File: config.mk
export PLATFORM = sky130hd
export DESIGN_NAME = led_bank_ctrl
export DESIGN_NICKNAME = d
export VERILOG_FILES = /design/src/rtl/led_bank_pkg.sv /design/src/rtl/led_ctrl_regs.sv /design/src/rtl/led_float_latch.sv /design/src/rtl/led_sink_map.sv /design/src/rtl/led_bank_ctrl.sv
export SDC_FILE = /design/constraint.sdc
export NUM_CORES = 1
export LEC_CHECK = 0
export CORE_ASPECT_RATIO = 1.5
export CORE_UTILIZATION = 50
export CTS_CLUSTER_SIZE = 10
export DETAILED_ROUTE_END_ITERATION = 6
export DONT_BUFFER_PORTS = 1
export SLEW_MARGIN = 20
export SYNTH_ARGS = -nofsm -noshare
export SYNTH_HDL_FRONTEND = slang
export SYNTH_SLANG_ARGS = --single-unit
File: constraint.sdc
create_clock -name clk -period 20.7 [get_ports clk]
set_input_delay 5.175 -clock clk [delete_from_list [all_inputs] [get_ports clk]]
set_output_delay 5.175 -clock clk [all_outputs]
set_load 0.03 [all_outputs]
File: src/rtl/led_bank_pkg.sv
package led_bank_pkg;

  localparam int SINK_N   = 5;
  localparam int LVL_W    = 5;
  localparam int GROUP_W  = 3;
  localparam int RATE_W   = 2;
  localparam int REG_W    = 6;
  localparam int REGADR_W = 5;

  localparam int unsigned LOW_IQ_LIMIT_UA = 4000;

  typedef enum logic [1:0] {
    BANK_MAIN  = 2'd0,
    BANK_SUB   = 2'd1,
    BANK_THIRD = 2'd2
  } bank_e;

  // Bank owning zero-based sink index idx under grouping code grp.
  function automatic bank_e bank_of(input logic [GROUP_W-1:0] grp, input int unsigned idx);
    bank_e b;
    b = BANK_MAIN;
    case (grp)
      3'b001: if (idx >= 3) b = BANK_SUB;
      3'b010: begin
        if (idx >= 4)      b = BANK_THIRD;
        else if (idx >= 2) b = BANK_SUB;
      end
      default: b = BANK_MAIN;
    endcase
    return b;
  endfunction

  // Nominal sink current in microamps for a current code.
  function automatic int unsigned code_to_ua(input logic [LVL_W-1:0] code);
    int unsigned c;
    c = 32'(code);
    if (c < 4)        return 0;
    else if (c <= 13) return (c - 3) * 500;
    else if (c <= 29) return 5000 + (c - 13) * 1000;
    else              return 21000 + (c - 29) * 2000;
  endfunction

endpackage

File: src/rtl/led_ctrl_regs.sv
module led_ctrl_regs
  import led_bank_pkg::*;
#(
  parameter int ADDR_W = REGADR_W,
  parameter int DATA_W = REG_W,
  parameter int N_SINK = SINK_N,
  parameter int CODE_W = LVL_W,
  parameter int FADE_W = RATE_W,
  parameter int GRP_W  = GROUP_W
) (
  input  logic              clk,
  input  logic              rst_n,
  input  logic              wr_en,
  input  logic [ADDR_W-1:0] wr_addr,
  input  logic [DATA_W-1:0] wr_data,
  output logic [N_SINK-1:0] en_bits,
  output logic [CODE_W-1:0] main_lvl,
  output logic [CODE_W-1:0] sub_lvl,
  output logic [CODE_W-1:0] third_lvl,
  output logic [FADE_W-1:0] rate,
  output logic [GRP_W-1:0]  grp,
  output logic              en_write
);

  localparam logic [ADDR_W-1:0] A_EN    = ADDR_W'(0);
  localparam logic [ADDR_W-1:0] A_MAIN  = ADDR_W'(1);
  localparam logic [ADDR_W-1:0] A_SUB   = ADDR_W'(2);
  localparam logic [ADDR_W-1:0] A_THIRD = ADDR_W'(3);
  localparam logic [ADDR_W-1:0] A_RATE  = ADDR_W'(4);
  localparam logic [ADDR_W-1:0] A_GRP   = ADDR_W'(5);

  always_ff @(posedge clk or negedge rst_n) begin
    if (!rst_n) begin
      en_bits   <= '0;
      main_lvl  <= '0;
      sub_lvl   <= '0;
      third_lvl <= '0;
      rate      <= '0;
      grp       <= '0;
    end else if (wr_en) begin
      case (wr_addr)
        A_EN:    en_bits   <= wr_data[N_SINK-1:0];
        A_MAIN:  main_lvl  <= wr_data[CODE_W-1:0];
        A_SUB:   sub_lvl   <= wr_data[CODE_W-1:0];
        A_THIRD: third_lvl <= wr_data[CODE_W-1:0];
        A_RATE:  rate      <= wr_data[FADE_W-1:0];
        A_GRP:   grp       <= wr_data[GRP_W-1:0];
        default: ;
      endcase
    end
  end

  // Named event: a write that rewrites every enable bit.
  assign en_write = wr_en && (wr_addr == A_EN);

  assert_ignore_high_addr_R10: assert property (@(posedge clk) disable iff (!rst_n)
    (wr_en && (wr_addr > A_GRP)) |=> $stable({en_bits, main_lvl, sub_lvl, third_lvl, rate, grp}))
    else $error("write above the register range changed state");

endmodule

File: src/rtl/led_float_latch.sv
module led_float_latch
  import led_bank_pkg::*;
#(
  parameter int N_SINK = SINK_N
) (
  input  logic              clk,
  input  logic              rst_n,
  input  logic              clear,
  input  logic [N_SINK-1:0] driven,
  input  logic [N_SINK-1:0] open_ckt,
  output logic [N_SINK-1:0] fault
);

  logic [N_SINK-1:0] new_fault;
  assign new_fault = driven & open_ckt;

  always_ff @(posedge clk or negedge rst_n) begin
    if (!rst_n)     fault <= '0;
    else if (clear) fault <= '0;
    else            fault <= fault | new_fault;
  end

  assert_fault_sticky_R6: assert property (@(posedge clk) disable iff (!rst_n)
    !clear |=> ((fault & $past(fault)) == $past(fault)))
    else $error("latched float fault dropped without an enable write");

  assert_fault_catch_R6: assert property (@(posedge clk) disable iff (!rst_n)
    (!clear && (new_fault != '0)) |=> ((fault & $past(new_fault)) == $past(new_fault)))
    else $error("open circuit on a driven sink not latched");

endmodule

File: src/rtl/led_sink_map.sv
module led_sink_map
  import led_bank_pkg::*;
#(
  parameter int N_SINK = SINK_N,
  parameter int CODE_W = LVL_W,
  parameter int GRP_W  = GROUP_W
) (
  input  logic                     clk,
  input  logic                     rst_n,
  input  logic [GRP_W-1:0]         grp,
  input  logic [CODE_W-1:0]        main_code,
  input  logic [CODE_W-1:0]        sub_code,
  input  logic [CODE_W-1:0]        third_code,
  input  logic [N_SINK-1:0]        en_bits,
  input  logic [N_SINK-1:0]        fault,
  input  logic                     over_temp,
  output logic [N_SINK-1:0]        sink_en,
  output logic [N_SINK*CODE_W-1:0] sink_code
);

  for (genvar i = 0; i < N_SINK; i++) begin : g_sink
    bank_e             bank;
    logic [CODE_W-1:0] lvl;
    logic              drive;

    always_comb begin
      bank = bank_of(grp, i);
      case (bank)
        BANK_SUB:   lvl = sub_code;
        BANK_THIRD: lvl = third_code;
        default:    lvl = main_code;
      endcase
    end

    assign drive = en_bits[i] && (lvl != '0) && !fault[i] && !over_temp;
    assign sink_en[i] = drive;
    assign sink_code[i*CODE_W +: CODE_W] = drive ? lvl : '0;

    assert_zero_code_off_R5: assert property (@(posedge clk) disable iff (!rst_n)
      (sink_code[i*CODE_W +: CODE_W] == '0) |-> !sink_en[i])
      else $error("sink driven with a zero current code");

    assert_fault_blocks_R6: assert property (@(posedge clk) disable iff (!rst_n)
      fault[i] |-> !sink_en[i])
      else $error("faulted sink still driven");
  end

endmodule

File: src/rtl/led_bank_ctrl.sv
module led_bank_ctrl
  import led_bank_pkg::*;
#(
  parameter int ADDR_W = REGADR_W,
  parameter int DATA_W = REG_W,
  parameter int N_SINK = SINK_N,
  parameter int CODE_W = LVL_W,
  parameter int FADE_W = RATE_W,
  parameter int GRP_W  = GROUP_W
) (
  input  logic                     clk,
  input  logic                     rst_n,
  input  logic                     wr_en,
  input  logic [ADDR_W-1:0]        wr_addr,
  input  logic [DATA_W-1:0]        wr_data,
  input  logic [CODE_W-1:0]        fade_level,
  input  logic [N_SINK-1:0]        open_ckt,
  input  logic                     over_temp,
  output logic [CODE_W-1:0]        main_target,
  output logic [FADE_W-1:0]        fade_rate,
  output logic [N_SINK-1:0]        sink_en,
  output logic [N_SINK*CODE_W-1:0] sink_code,
  output logic                     sleep_req,
  output logic                     low_iq
);

  logic [N_SINK-1:0] en_bits;
  logic [N_SINK-1:0] fault;
  logic [CODE_W-1:0] sub_lvl;
  logic [CODE_W-1:0] third_lvl;
  logic [GRP_W-1:0]  grp;
  logic              en_write;

  led_ctrl_regs #(
    .ADDR_W(ADDR_W), .DATA_W(DATA_W), .N_SINK(N_SINK),
    .CODE_W(CODE_W), .FADE_W(FADE_W), .GRP_W(GRP_W)
  ) regs_i (
    .clk(clk), .rst_n(rst_n), .wr_en(wr_en), .wr_addr(wr_addr), .wr_data(wr_data),
    .en_bits(en_bits), .main_lvl(main_target), .sub_lvl(sub_lvl),
    .third_lvl(third_lvl), .rate(fade_rate), .grp(grp), .en_write(en_write)
  );

  led_sink_map #(.N_SINK(N_SINK), .CODE_W(CODE_W), .GRP_W(GRP_W)) map_i (
    .clk(clk), .rst_n(rst_n), .grp(grp), .main_code(fade_level),
    .sub_code(sub_lvl), .third_code(third_lvl), .en_bits(en_bits),
    .fault(fault), .over_temp(over_temp), .sink_en(sink_en), .sink_code(sink_code)
  );

  led_float_latch #(.N_SINK(N_SINK)) flt_i (
    .clk(clk), .rst_n(rst_n), .clear(en_write), .driven(sink_en),
    .open_ckt(open_ckt), .fault(fault)
  );

  assign sleep_req = (sink_en == '0);

  always_comb begin
    low_iq = 1'b1;
    for (int i = 0; i < N_SINK; i++) begin
      if (sink_en[i] && (code_to_ua(sink_code[i*CODE_W +: CODE_W]) > LOW_IQ_LIMIT_UA))
        low_iq = 1'b0;
    end
  end

  assert_ot_all_off_R7: assert property (@(posedge clk) disable iff (!rst_n)
    over_temp |-> (sink_en == '0))
    else $error("sink driven during over-temperature");

  assert_ot_keeps_faults_R7: assert property (@(posedge clk) disable iff (!rst_n)
    (over_temp && !en_write) |=> ((fault & $past(fault)) == $past(fault)))
    else $error("over-temperature lost latched faults");

  assert_sleep_no_current_R8: assert property (@(posedge clk) disable iff (!rst_n)
    sleep_req |-> (sink_code == '0))
    else $error("sleep requested while a sink carries current");

  assert_low_iq_idle_R9: assert property (@(posedge clk) disable iff (!rst_n)
    sleep_req |-> low_iq)
    else $error("low-quiescent indication missing with no sink driven");

endmodule

==> qor.txt, run 1 <==
Status -> complete, but fails checks
Failing checks -> design-rule violations
Setup bufs post-CTS -> 0
Initial antenna violation count -> 0
Die area -> 0.04085 sq mm
Core ar. -> 0.03942 sq mm
Hold Crit Start -> regs_i.third_lvl[4]
Yosys top cell area share -> 0.2369
Chip height -> 247.0 um
Fin Hold WS -> 0.5132 ns
Hold Vio Cnt, Final -> 0
Vias in the first global route -> 17,140
Reg-to-Reg End -> flt_i.fault[4]
Async SR Flop Fraction -> 1.000
Longest Clk Path Bufs -> 2
Clk sinks -> 30
Sequential share of the synthesized area -> 0.03751
Final nets -> 2,920
Clock Root Buffer -> clkbuf_16
Setup slack, reg-to-reg -> 17.87 ns
Std-Cell Rows -> 89
GPL Wtd Cong -> 0.8798
Max-cap violations -> 0
YS warnings -> 0
Hold_buf cts -> 0
Post-route ant nets -> 0
Crit path max fanout -> 13
Max Freq -> 53.13 MHz
GR Util All Layers -> 0.2516
# DRC -> 18
Setup_tns -> 0 ns
I/O pin cnt -> 64
Synth Cell Area -> 0.02001 sq mm
PortBufs -> 0
Share of layout cells above drive strength 1 -> 0.04587
Mean post-synth cell area -> 8.623 sq um
Resize count post-CTS -> 0
RSZ-0062 raised after global routing -> false
Clk slew on worst S/H paths -> 0.05 ns
Synth Register Bits -> 30
Startpoint types -> input pin
Crit path DAT -> 13.65 ns
Pins over their slew limit -> 0
Final worst-path cycle share -> 0.9092
Final wirelength -> 49,540 um
Gr ovfl total -> 0
Number of flops mapped to enable cells by yosys -> 0
Post-synth top area cell -> ha_1
Final setup fails -> 0
TritonCTS clock tree -> yes
Width of the die -> 165.4 um
Synth Instances -> 2,321
Clock latency on the worst-skew pair -> 0.28 ns
Via density -> 5.798
Worst Hold Class -> register to register
Pre-antenna DRT Iters -> 7
Slew margin rel. -> 0.2815
Top_reg_cell synth -> dfrtp_1
Worst EP required -> 15.53 ns
R2R Path Start -> regs_i.grp[0]
CP Capture Type -> output port
Initial core utilization -> 0.5077
Pin count of the biggest net entering global routing -> 31
Avg WL per Cell -> 17.63 um
Synth cell types -> 89
Hold Crit Depth -> 1
H-Tree Depth -> 2
Worst reg-to-reg path cell count -> 10
Vias post-DR -> 16,300
Syn Nets -> 2,931
DP HPWL -> 42,990 um
Iter 0 DRT Violations -> 741
Post-layout minimum cycle time -> 18.82 ns
Cts bufs inserted -> 5
Final Skew -> 0.004206 ns
Crit path kind -> input pin to output port
First-pass GRT wire length -> 82,460 um
Min-Delay Endpoint -> regs_i.third_lvl[4]
Antenna cells -> 0
Ranking of synthesized cells by area -> ha_1, fa_1, xnor2_1
Worst slew pin tran -> 1.074 ns
Area grow syn2layout -> 3.845%
-- registers in the layout (all words and copies together) (netlist names) --
signal	flops
regs_i.rate	2
regs_i.main_lvl	5
flt_i.fault	5
regs_i.grp	3
regs_i.en_bits	5
regs_i.third_lvl	5
regs_i.sub_lvl	5
-- layout make-up --
type	count	area (sq um)
fill	3855	18640
multi-input combinational	1902	17780
inverter	349	1310
sequential	30	750.7
tap	500	625.6
timing repair buffer	22	165.2
clock buffer	7	142.6
clock inverter	1	5.005
-- layout by cell type (no fill, tap or decap), types with 8 or more instances in the layout --
| master | count |
|---|---|
| mux2_2 | 43 |
| o2111ai_1 | 12 |
| o211ai_1 | 15 |
| inv_1 | 347 |
| o311ai_0 | 13 |
| o22ai_1 | 10 |
| nand3b_1 | 9 |
| or3_1 | 20 |
| or2_2 | 14 |
| a21o_1 | 48 |
| a221oi_1 | 8 |
| xor2_1 | 73 |
| mux2i_1 | 25 |
| a21boi_0 | 8 |
| nand4_1 | 19 |
| nand2_1 | 117 |
| nor3b_1 | 14 |
| o21a_1 | 17 |
| a2111oi_0 | 9 |
| nand2b_1 | 35 |
| buf_4 | 22 |
| fa_1 | 206 |
| o21ai_0 | 71 |
| dfrtp_1 | 30 |
| o31ai_1 | 19 |
| nor3_1 | 48 |
| a31oi_1 | 15 |
| a211oi_1 | 26 |
| nor2_1 | 118 |
| nand3_1 | 39 |
| o21bai_1 | 15 |
| xnor2_1 | 164 |
| and2_1 | 12 |
| ha_1 | 379 |
| a21oi_1 | 113 |
| and3_1 | 18 |
| nor4_1 | 14 |
| nor2b_1 | 22 |
-- cell families (layout without fill, tap and decap cells) --
logic type                 after synthesis  count (layout)  share of synthesized area
buffers and inverters                  389             379                    0.07446
xor gates and xnor gates               239             239                     0.1060
muxes                                   68              68                    0.03670
and+or+nand+nor                        538             538                     0.1403
AOI/OAI and AO/OA                      471             471                     0.1616
adders and majority gates              586             586                     0.4435
DFF                                     30              30                    0.03751
-- critical path: stages --
cell and delay, ns:
nor3b_1 0.69, o21ai_0 0.17, o21bai_1 0.19, buf_4 0.20
ha_1 0.34, xnor2_1 0.64, inv_1 0.20, fa_1 0.54
inv_1 0.08, fa_1 0.55, inv_1 0.06, fa_1 0.49
inv_1 0.05, fa_1 0.45, ha_1 0.37, and3_1 0.22
a221oi_1 0.30, xnor2_1 0.22, o311ai_0 0.29, or3_1 0.41
or4_1 0.41, a31o_1 0.26, o311ai_1 0.18, nand4_1 0.27
nor4_2 0.85
-- worst max-delay path by stage --
stage	from	end	slack (ns)	cells past startpoint
6_report	over_temp	low_iq	1.88	25
5_1_grt	over_temp	low_iq	1.32	25
4_1_cts	over_temp	low_iq	1.82	25
3_3_place_gp	over_temp	low_iq	2.01	25
3_5_place_dp	over_temp	low_iq	1.86	25
2_1_floorplan	over_temp	low_iq	2.24	20
-- synth_stat cells (6+ instances only) --
master / instances
and2_1: 12
nand4_1: 19
ha_1: 379
o21a_1: 17
nor4_1: 15
fa_1: 206
a221o_1: 7
o2111ai_1: 12
o21ai_0: 71
nor4b_1: 6
o31ai_1: 19
nand3_1: 39
inv_1: 347
a21o_1: 48
nor2_1: 118
a2111oi_0: 9
a311oi_1: 6
xnor2_1: 164
mux2_2: 43
or2_2: 14
dfrtp_1: 30
o22ai_1: 10
a211oi_1: 26
a21oi_1: 113
xor2_1: 73
a211o_1: 6
nand2b_1: 35
nand3b_1: 9
nand2_1: 117
mux2i_1: 25
a21boi_0: 8
clkbuf_1: 29
or4_1: 7
o211ai_1: 15
a31oi_1: 15
o21bai_1: 15
or3_1: 20
nor2b_1: 22
and3_1: 18
nor3_1: 49
o311ai_0: 13
a221oi_1: 8
nor3b_1: 14
-- per-layer routing --
| metal | up-vias | track usage | share of wire |
|---|---|---|---|
| li1 | 8047 | - | - |
| met1 | 7910 | 0.2747 | 0.38 |
| met2 | 271 | 0.4905 | 0.54 |
| met3 | 71 | 0.03975 | 0.049 |
| met4 | 0 | 0.06471 | 0.027 |
| met5 | - | 0 | 0 |
-- metrics by stage --
stage	std cells	worst slack, ns	instance area, sq um	util
floorplan	2321	2.244	20010	-
detailed placement	2803	1.863	20640	0.5235
CTS	2811	1.820	20780	0.5272
global placement	2803	2.008	20640	0.5235
finish	2811	1.879	20780	0.5272
global route	2811	1.323	20780	0.5272
Power of run 1 is left out: the tool's default activity adds up to more than one toggle a clock period on the data nets, which glitch-free logic cannot reach.
==> run 2, diff against run 1 <==
--- a/constraint.sdc
+++ b/constraint.sdc
@@ -3,2 +3,2 @@
 set_output_delay 5.175 -clock clk [all_outputs]
-set_load 0.03 [all_outputs]
+set_load 0.05 [all_outputs]
==> qor.txt, run 2 (synthesis gave the netlist of run 1 again) <==
Reg-to-Reg End -> flt_i.fault[4]
Post-route worst setup slack -> 1.867 ns (-0.01214 ns)
Avg WL per Cell -> 17.77 um (+0.80%)
Final nets -> 2,921 (+0.034%)
PortBufs -> 0 (unchanged)
DP HPWL -> 43,310 um (+0.73%)
Final wirelength -> 49,960 um (+0.84%)
Worst reg-to-reg path cell count -> 9 (-1)
Initial antenna violation count -> 0 (unchanged)
Worst Hold Class -> register to register
Gr ovfl total -> 0 (unchanged)
Hold Crit Start -> regs_i.third_lvl[4]
Die area -> 0.04085 sq mm (unchanged)
Setup slack, reg-to-reg -> 16.79 ns (-1.08 ns)
Crit path max fanout -> 13 (unchanged)
Clk slew on worst S/H paths -> 0.05 ns (about the same)
Share of layout cells above drive strength 1 -> 0.04844 (+0.002575)
First-pass GRT wire length -> 82,470 um (about the same)
Crit path kind -> input pin to output port
Via density -> 5.821 (+0.39%)
Clk sinks -> 30 (unchanged)
Max incr delay on CP -> 0.70 ns (-0.15 ns)
Final Skew -> 0.003879 ns (-0.0003265 ns)
Setup bufs post-CTS -> 0 (unchanged)
Post-route ant nets -> 0 (unchanged)
Core ar. -> 0.03942 sq mm (unchanged)
Width of the die -> 165.4 um (unchanged)
Clock latency on the worst-skew pair -> 0.28 ns (about the same)
Cts bufs inserted -> 5 (unchanged)
Startpoint types -> input pin
Resize count post-CTS -> 0 (unchanged)
Initial core utilization -> 0.5077 (unchanged)
Pins over their slew limit -> 0 (unchanged)
Final worst-path cycle share -> 0.9098 (about the same)
Critical path origin -> over_temp
Vias in the first global route -> 17,180 (+0.24%)
Status -> complete, but fails checks
Vias post-DR -> 16,370 (+0.43%)
CP Capture Type -> output port
TritonCTS clock tree -> yes
Std-Cell Rows -> 89 (unchanged)
Post-Place Setup Slack -> 1.936 ns (+0.07333 ns)
GPL Wtd Cong -> 0.8823 (+0.28%)
Slew margin rel. -> 0.2626 (-0.01891)
Max-cap violations -> 0 (unchanged)
Worst EP required -> 15.53 ns (about the same)
Crit-path cells -> nor3b_1 > nand3_1 > ha_1 > xnor2_1 > inv_1 > fa_1 > inv_1 > fa_1 > inv_1 > fa_1 > inv_1 > fa_1 > ha_1 > and3_1 > a221oi_1 > xnor2_1 > o311ai_0 > or3_1 > or4_1 > a31o_1 > o311ai_1 > nand4_1 > nor4_2 > buf_4
Hold Vio Cnt, Final -> 0 (unchanged)
Antenna cells -> 0 (unchanged)
Setup crit end -> low_iq
Slowest CP cell -> nor3b_1
Most frequent cells in the layout -> ha_1, inv_1, fa_1
GR Util All Layers -> 0.2527 (+0.001104)
# DRC -> 18 (unchanged)
Clock Root Buffer -> clkbuf_16
Max Freq -> 53.10 MHz (about the same)
Final setup fails -> 0 (unchanged)
Area grow syn2layout -> 4.032%
Commonest non-fill, non-tap cell in the layout -> ha_1
Crit path DAT -> 13.66 ns (about the same)
Setup_tns -> 0 ns (unchanged)
Longest Clk Path Bufs -> 2 (unchanged)
R2R Path Start -> regs_i.grp[0]
I/O pin cnt -> 64 (unchanged)
Post-layout minimum cycle time -> 18.83 ns (+0.01214 ns)
Failing checks -> design-rule violations
Pre-antenna DRT Iters -> 7 (unchanged)
H-Tree Depth -> 2 (unchanged)
RSZ-0062 raised after global routing -> false
Iter 0 DRT Violations -> 634 (-14%)
Worst slew pin tran -> 1.101 ns (+0.02751 ns)
Pin count of the biggest net entering global routing -> 31 (unchanged)
Chip height -> 247.0 um (unchanged)
Hold_buf cts -> 0 (unchanged)
-- run 2: cell type report --
type                       count  area [sq um]
tap                          500         625.6
inverter                     349          1310
clock buffer                   8         166.4
timing repair buffer          23         172.7
sequential                    30         750.7
multi-input combinational   1902         17800
fill                        3804         18600
-- run 2: metal layers --
metal	vias up	share of wire	track usage	wire (um)
li1	8036	-	-	-
met1	7952	0.38	0.2705	19100
met2	282	0.53	0.4856	26500
met3	99	0.051	0.04613	2538
met4	0	0.036	0.08449	1821
met5	-	0	0	0
-- run 2: worst min-delay path by stage --
| stage | end | slack, ns | depth (start not counted) |
|---|---|---|---|
| 3_5_place_dp | regs_i.third_lvl[4] | 0.50 | 1 |
| 3_3_place_gp | regs_i.third_lvl[4] | 0.49 | 1 |
| 4_1_cts | regs_i.third_lvl[4] | 0.51 | 1 |
| 5_1_grt | regs_i.third_lvl[4] | 0.53 | 1 |
| 6_report | regs_i.third_lvl[4] | 0.51 | 1 |
| 2_1_floorplan | flt_i.fault[3] | 0.48 | 2 |
-- run 2: stage by stage --
| stage | hold slack (ns) | instance area (sq um) | cells | util |
|---|---|---|---|---|
| floorplan | 0.4781 | 20010 | 2321 | - |
| global placement | 0.4907 | 20650 | 2804 | 0.5239 |
| detailed placement | 0.4961 | 20650 | 2804 | 0.5239 |
| CTS | 0.5082 | 20820 | 2812 | 0.5281 |
| global route | 0.5309 | 20820 | 2812 | 0.5282 |
| finish | 0.5076 | 20820 | 2812 | 0.5282 |
-- run 2: critical path: cells and delay by family --
family,cells,cell delay (ns)
AOI/OAI and AO/OA,4,0.99
buffers and inverters,5,0.67
and+or+nand+nor,7,2.96
xor gates and xnor gates,2,0.85
adders and majority gates,6,2.99
Power of run 2 is left out for the same reason.
